### src/rtl/stripe_phase_tracker.sv
module stripe_phase_tracker #(
    parameter int CNT_W = 6
) (
    input  logic             clk,
    input  logic             rst_n,
    input  logic             enter,
    input  logic             step,
    input  logic [CNT_W-1:0] width,
    output logic             expect_bit,
    output logic [CNT_W-1:0] remain
);
    typedef struct packed {
        logic             exp_bit;
        logic [CNT_W-1:0] rem;
    } trk_state_t;

    trk_state_t trk_d, trk_q;

    always_comb begin
        trk_d = trk_q;
        if (enter) begin
            // the bit being accepted is the first zero of the first zero run
            if (width == CNT_W'(1)) begin
                trk_d.exp_bit = 1'b1;
                trk_d.rem     = width;
            end else begin
                trk_d.exp_bit = 1'b0;
                trk_d.rem     = width - CNT_W'(1);
            end
        end else if (step) begin
            if (trk_q.rem == CNT_W'(1)) begin
                trk_d.exp_bit = ~trk_q.exp_bit;
                trk_d.rem     = width;
            end else begin
                trk_d.rem     = trk_q.rem - CNT_W'(1);
            end
        end
    end

    always_ff @(posedge clk or negedge rst_n) begin
        if (!rst_n) trk_q <= '0;
        else        trk_q <= trk_d;
    end

    assign expect_bit = trk_q.exp_bit;
    assign remain     = trk_q.rem;

    // while tracking, the remaining count of the run is never empty
    assert_rem_nonzero_R5: assert property (@(posedge clk) disable iff (!rst_n)
        step |-> (trk_q.rem != '0));

    // when a run is used up, the expected value flips on the next bit
    assert_phase_flip_R5: assert property (@(posedge clk) disable iff (!rst_n)
        (step && !enter && trk_q.rem == CNT_W'(1)) |=> (trk_q.exp_bit != $past(trk_q.exp_bit)));
endmodule

### config.mk
export PLATFORM = sky130hd
export DESIGN_NAME = stripe_phase_tracker
export DESIGN_NICKNAME = d
export VERILOG_FILES = /design/src/rtl/stripe_phase_tracker.sv
export SDC_FILE = /design/constraint.sdc
export NUM_CORES = 1
export LEC_CHECK = 0
export ABC_AREA = 0
export BUFFER_PORTS_ARGS = -buffer_cell sky130_fd_sc_hd__buf_2
export CELL_PAD_IN_SITES_DETAIL_PLACEMENT = 1
export CELL_PAD_IN_SITES_GLOBAL_PLACEMENT = 1
export CORE_MARGIN = 10
export CORE_UTILIZATION = 41
export DETAILED_ROUTE_END_ITERATION = 7
export PLACE_DENSITY_LB_ADDON = 0.3
export SLEW_MARGIN = 20
export SYNTH_ARGS = -nofsm -noshare
export SYNTH_HDL_FRONTEND = slang
export SYNTH_SLANG_ARGS = --single-unit
### constraint.sdc
create_clock -name clk -period 3.51 [get_ports clk]
set_input_delay 0 -clock clk [delete_from_list [all_inputs] [get_ports clk]]
set_output_delay 0 -clock clk [all_outputs]
set_load 0.03 [all_outputs]
-- Word level (Yosys, flattened, before mapping)
Index checks and enable logic that the tools add are counted.
- bitwise operators: 1
- equality and inequality tests: 2
- add/subtract/negate cells: 2
- mux-type cells: 5
- reductions and logical operators: 3
- operators by type and width (kind ; number):
    $mux W7 ; 3
    $eq A6 B1 Y1 const B ; 2
    $sub A6 B1 Y6 const B ; 2
    $mux W6 ; 1
    $reduce_bool A2 Y1 ; 2
    $reduce_and A2 Y1 ; 1
    $mux W1 ; 1
    $not A1 Y1 ; 1
- flip-flop bits (word level): 7
- bits of input ports: 10

-- Longest topological paths before layout
Gate-level depths: netlist (run 1).
- depth in word-level cells: 4
- gate-level depth with buffers: 7

-- Least setup slack after synthesis (run 1)
Ideal clock, no wire load.
- path kind: register to register
- start: register trk_q (netlist bit remain[1])
- end: register trk_q (netlist bit remain[3])
- stages on the path, launching flop included: 8
- period minus slack after synthesis: 1761 ps
- slack: 1749 ps
- data required time: 3443 ps
- buffers on the path: 1
- setup time: 67 ps
- arrival time: 1695 ps
- cell sequence: dfrtp_1 -> inv_1 -> ha_1 -> nor2b_2 -> buf_6 -> and2b_2 -> a221oi_2 -> o32a_1
- word-level cells in the longest chain between the ends: 4
- elaborated cells on any way between the ends: 5
- classes of those cells: 1 x add/sub; 1 x eq/ne; 3 x mux
- ends and longest elaborated chain (element ; RTL line ; text):
    from (decl) ; 17 ; trk_state_t trk_d, trk_q;
    from (signal assigned) ; 42 ; else trk_q <= trk_d;
    $sub A6 B1 Y6 or $eq A6 B1 Y1 (tied branches) ; 35, 31 ;
    $mux W6 * ; 31 ; if (trk_q.rem == CNT_W'(1)) begin
    $mux W7 * ; 30 ; end else if (step) begin
    $mux W7 * ; 21 ; if (enter) begin
Mark *: on every way between the ends. The rest lies on a longest branch, timed or not. The select of a mux whose other input is x is not followed.
A chain may end at the register's enable or synchronous reset.

-- Worst setup path after layout (run 1)
- start: register trk_q (netlist bit remain[1])
- end: register trk_q (netlist bit remain[4])
Same word-level chain as after synthesis.

==> results of run 1 <==
-- metal layers --
layer | track usage | share of wire | vias to the layer above
met4 | 0.0554 | 0.010 | 0
met5 | 0 | 0 | -
li1 | - | - | 309
met1 | 0.128 | 0.41 | 311
met2 | 0.189 | 0.53 | 13
met3 | 0.0453 | 0.046 | 2
-- worst min path at each step --
| stage | slack (ns) | to | startpoint |
|---|---|---|---|
| 3_5_place_dp | -0.15 | expect_bit | rst_n |
| 4_1_cts | 0.1 | remain[5] | width[5] |
| 5_1_grt | 0.10 | expect_bit | rst_n |
| 6_report | 0.10 | expect_bit | rst_n |
| 3_3_place_gp | -0.15 | remain[2] | rst_n |
| 2_1_floorplan | -0.30 | expect_bit | rst_n |
-- flip-flops by register name, indices dropped and copies added (netlist names) --
register and flops:
remain 6, expect_bit 1
-- power breakdown --
| part | internal [mW] | leakage, nW | switching (mW) | total [mW] |
|---|---|---|---|---|
| Clock | 0.0435 | 0.0150 | 0.0318 | 0.0754 |
| Combinational | 0.0611 | 0.252 | 0.0885 | 0.150 |
| Sequential | 0.0929 | 0.0840 | 0.0204 | 0.113 |
-- worst reg2reg max path: stages (launching register included) --
cell,delay (ns)
dfrtp_1,0.43
inv_1,0.11
ha_1,0.17
nor2b_2,0.48
o22ai_1,0.13
o32a_1,0.36
o21ai_2,0.11
-- layout make-up --
type                    instances  area share
clock buffers                   4      0.0329
inverters                       4      0.0188
repair buffers                 17       0.113
flip-flops and latches          7       0.219
multi-input cells              58       0.592
well taps                      16      0.0250
-- cell families (layout without fill, tap and decap cells) --
logic type / after synthesis / count (layout) / synth area share
xor gates and xnor gates: 8 / 8 / 0.101
buffers and inverters: 8 / 25 / 0.0683
DFF: 7 / 7 / 0.252
muxes: 2 / 2 / 0.0306
and+or+nand+nor: 25 / 25 / 0.218
AOI/OAI and AO/OA: 19 / 19 / 0.259
adders and majority gates: 4 / 4 / 0.0719
-- synth_stat cells (2+ instances only) --
| master | instances |
|---|---|
| buf_2 | 2 |
| nor2_1 | 6 |
| inv_1 | 3 |
| xnor2_1 | 7 |
| nand3_1 | 6 |
| nor3_1 | 2 |
| a31oi_1 | 2 |
| o32a_1 | 3 |
| ha_1 | 4 |
| o22ai_1 | 2 |
| a31o_1 | 2 |
| nor3_2 | 2 |
| dfrtp_1 | 7 |
| buf_6 | 2 |
==> flow_summary.toml, run 1 <==
[run_status]
run_status = "finished clean"

[worst_setup_path]
cpPeakStageDelay_ns = 0.48
worstRegToRegCells = 6
critPathLaunch = "remain[1]"
crit_family = "compound AO/OA/AOI/OAI gates"
endpoint = "remain[4]"
critPathBufInv = 1
regToRegSetupSlack_ns = 1.66
cp_max_fo = 11
critical_path.slowest_cell = "nor2b_2"
worstSetupEndpointType = "flop"
cp_data_required_time_ns = 3.70
crit_chain = "inv_1 > ha_1 > nor2b_2 > o22ai_1 > o32a_1 > o21ai_2"
r2r-start = "remain[1]"
path_class = "flop to flop"
arrival_ns = 2.03
worst_setup_path_start_kind = "flop"
crit_cells = 6
r2r-end = "remain[4]"

[finish]
diodes = 0
drive_gt1_frac = 0.344
seq_area_um2 = 175
final_common_cell = "buf_2"
fill_cells = 206
final_nets = 105
multi_input_area_um2 = 473
fin_cells = 106
final_cell_mix = "buf_2, xnor2_1, dfrtp_1, nand3_1, nor2_1"
area_growth_pct = 14.9
finish.utilization = 0.513
fin_area_um2 = 800

[timing]
worstMarginPinSlew_ns = 0.796
finalCritPeriodShare = 0.526
whs_ns = 0.102
hold_viol = 0
relSlewSlack = 0.466
final.min_clock_period_ns = 1.85
skew_ns = 0.00984
tns_ns = 0
slew_viol_final = 0
rsz0062_at_grt = "false"
fin_ws_ns = 1.66
setup_viol_count_final = 0
clock.fmax_mhz = 542

[logic_synthesis]
ys_seq_elements = 7
async_flop_share = 1.00
synth_top_cells_by_area = "dfrtp_1, xnor2_1, ha_1"
synth_top_cell_by_area = "dfrtp_1"
synth_cells = 73
yosysWarnings = 0
syn_area_um2 = 696
avgSynthCellArea_um2 = 9.53
synthFlopType = "dfrtp_1"
synth_top_area_frac = 0.252
yosysSeqAreaShare = 0.252
synth_fp_nets = 87
synthDistinctLibCells = 37
synth-edff-count = 0

[place]
io_buffer_count = 16
dp_slack_ns = 1.67
detailed_place_hpwl_um = 1520
post-place-cells = 101
gp_congestion = 0.731
post_dp_cell_area_um2 = 763

[global_routing]
antenna_found_initial = 0
grt_use_total = 0.115
grt_pass1_vias = 690
overflow = 0
grt_pass1_wl_um = 3220
grt_max_degree = 14

[flow_run]
drv_cap = 0

[clock_network]
cts_hold_buf = 1
cts_buffers = 3
cts_sinks = 7
clk_pin_slew_ns = 0.06
insertion_delay_ns = 0.26
cts_resized = 0
post-cts-setup-buffers = 0
clock_path_buffers = 2
cts_tree = "done"
htreeDepth = 1
clockRootBuffer = "clkbuf_4"

[drt]
drtPass1Iterations = 4
drc = 0
wl_per_cell_um = 17.9
drt_iter0_drc = 5
via_per_inst = 5.99
routed_wl_um = 1900
vias = 635
ant_nets = 0

[floorplan]
rows = 14
initial_core_util = 0.446
design.core.area_mm2 = 0.00156
top_level_ports = 17
dieHeight_um = 61.2
die_w_um = 61.2
dieArea_mm2 = 0.00374

[pwr]
pwr_density_cell_mw_per_mm2 = 423
power_uw = 338
leakage_nw = 0.351
vdd_drop_max_mv = 0.263

[hold_path]
hold_path.class = "primary input to asynchronous set/reset pin"
Note: power is estimated with default switching activity, not from simulation.
==> inputs of run 2 (changes only) <==
- CORE_UTILIZATION: 41 -> 35
- clock period: 3.51 -> 1.5 ns (I/O delays scaled with it)
==> run 2 against run 1 <==
- register-to-register slack worse by 1.6 ns
- global-route usage down 0.95 points
- combinational power increased to 3.0 times the previous value
- fmax up 27%
- largest cell class unchanged
- first-iteration DRC count increased to 3.4 times the previous value
- flip-flop and latch count stayed put
- clock skew is 0.0056 ns lower
- non-clock buffer count is 7 higher
- critical endpoint unchanged
- sequential power is 120% higher
- critical path depth decreased by 1
- die area rose by 11%
- clock-buffer cell count unchanged
==> flow_summary.toml, run 2 (synthesized netlist as in run 1, its figures left out) <==
[run_status]
run_status = "finished clean"

[place]
gp_congestion = 0.773
io_buffer_count = 16
post-place-cells = 118
detailed_place_hpwl_um = 1610
dp_slack_ns = -0.0412

[timing]
final.min_clock_period_ns = 1.46
clock.fmax_mhz = 686
rsz0062_at_grt = "true"
skew_ns = 0.00425
finalCritPeriodShare = 0.972
fin_ws_ns = 0.0425
setup_viol_count_final = 0
relSlewSlack = 0.683
slew_viol_final = 0
hold_viol = 0
worstMarginPinSlew_ns = 0.473
whs_ns = 0.118

[drt]
routed_wl_um = 2130
drc = 0
drtPass1Iterations = 3
vias = 651
wl_per_cell_um = 17.1
via_per_inst = 5.21
ant_nets = 0
drt_iter0_drc = 17

[global_routing]
grt_pass1_vias = 727
antenna_found_initial = 0
grt_use_total = 0.106
grt_pass1_wl_um = 3550
grt_max_degree = 14
overflow = 0

[finish]
final_cell_mix = "buf_2, xnor2_1, buf_4, nand3_1, nor2_1"
largest_reg_flops = 6
area_growth_pct = 31.7
fin_cells = 125
final_nets = 113
diodes = 0
fill_cells = 246
drive_gt1_frac = 0.469
final_common_cell = "buf_2"
finish.utilization = 0.477

[clock_network]
insertion_delay_ns = 0.26
clk_pin_slew_ns = 0.06
clockRootBuffer = "clkbuf_4"
clock_path_buffers = 2
htreeDepth = 1
cts_buffers = 3
cts_tree = "done"
cts_sinks = 7

[worst_setup_path]
cp_max_fo = 5
worstSetupEndpointType = "flop"
path_class = "flop to flop"
regToRegSetupSlack_ns = 0.04
worst_setup_path_start_kind = "flop"
arrival_ns = 1.65
cp_data_required_time_ns = 1.69

[floorplan]
top_level_ports = 17
initial_core_util = 0.362
dieHeight_um = 64.6
die_w_um = 64.6
dieArea_mm2 = 0.00417
rows = 16
design.core.area_mm2 = 0.00192

[pwr]
vdd_drop_max_mv = 0.483
power_uw = 878
leakage_nw = 0.394
pwr_density_cell_mw_per_mm2 = 959

[flow_run]
drv_cap = 0

[hold_path]
hold_path.class = "primary input to asynchronous set/reset pin"
==> run 2: changes by cell type in the layout (fill, tap and decap cells not counted), sizes merged <==
| cell | previous run | this run |
|---|---|---|
| buf | 16 | 23 |
| nor2b | 1 | 2 |
==> run 2: layer usage <==
layer / GRT usage / part of all wire / vias to the layer above
met5: 0 / 0 / -
met4: 0.0241 / 0.0098 / 0
met3: 0.0430 / 0.040 / 2
met2: 0.188 / 0.52 / 13
met1: 0.114 / 0.43 / 311
li1: - / - / 325
==> run 2: worst max-delay path, stage by stage, from the launching register on <==
cell and delay (ns):
dfrtp_2 0.44, ha_4 0.18, nor2b_4 0.15, a32o_1 0.22, o32a_1 0.29, o21ai_2 0.11
==> run 2: path summary, 6_finish.rpt <==
check / start / end / cells past startpoint
setup reg to reg: remain[0] / remain[4] / 5
hold reg to reg: expect_bit / expect_bit / 2
min in group clk: width[5] / remain[5] / 3
setup / recovery: remain[0] / remain[4] / 5
max in group asynchronous: rst_n / remain[0] / 2
hold / removal: rst_n / remain[4] / 2
==> run 2: per-stage QoR <==
| step | setup TNS, ns | instance area (µm²) |
|---|---|---|
| 2_1_floorplan | -0.197 | 716 |
| 3_3_place_gp | 0 | 842 |
| 6_report | 0 | 916 |
| 3_5_place_dp | -0.0412 | 842 |
| 5_1_grt | -0.0819 | 916 |
| 4_1_cts | 0 | 900 |
==> run 2: power breakdown <==
part	leakage (nW)	switching [mW]	internal, mW
clock	0.0150	0.0751	0.102
combinational	0.297	0.251	0.200
sequential	0.0820	0.0306	0.219
total	0.394	0.357	0.521
==> run 2: cell type report <==
type / count / area, µm² / area share
sequential: 7 / 178 / 0.194
tap: 27 / 33.8 / 0.0369
timing repair buffer: 24 / 143 / 0.156
clock buffer: 4 / 26.3 / 0.0287
multi-input combinational: 59 / 520 / 0.568
inverter: 4 / 15.0 / 0.0164
==> run 2: timing repair <==
| action | 4_1_cts | 5_1_grt |
|---|---|---|
| pin swaps | 0 | 1 |
| buffers inserted | 1 | 0 |
| cloned | 1 | 0 |
| endpoints found under the setup margin | 1 | 3 |
| hold endpoints to repair | 7 | 0 |
| hold buffers | 1 | 0 |
| gates resized for setup | 1 | 3 |
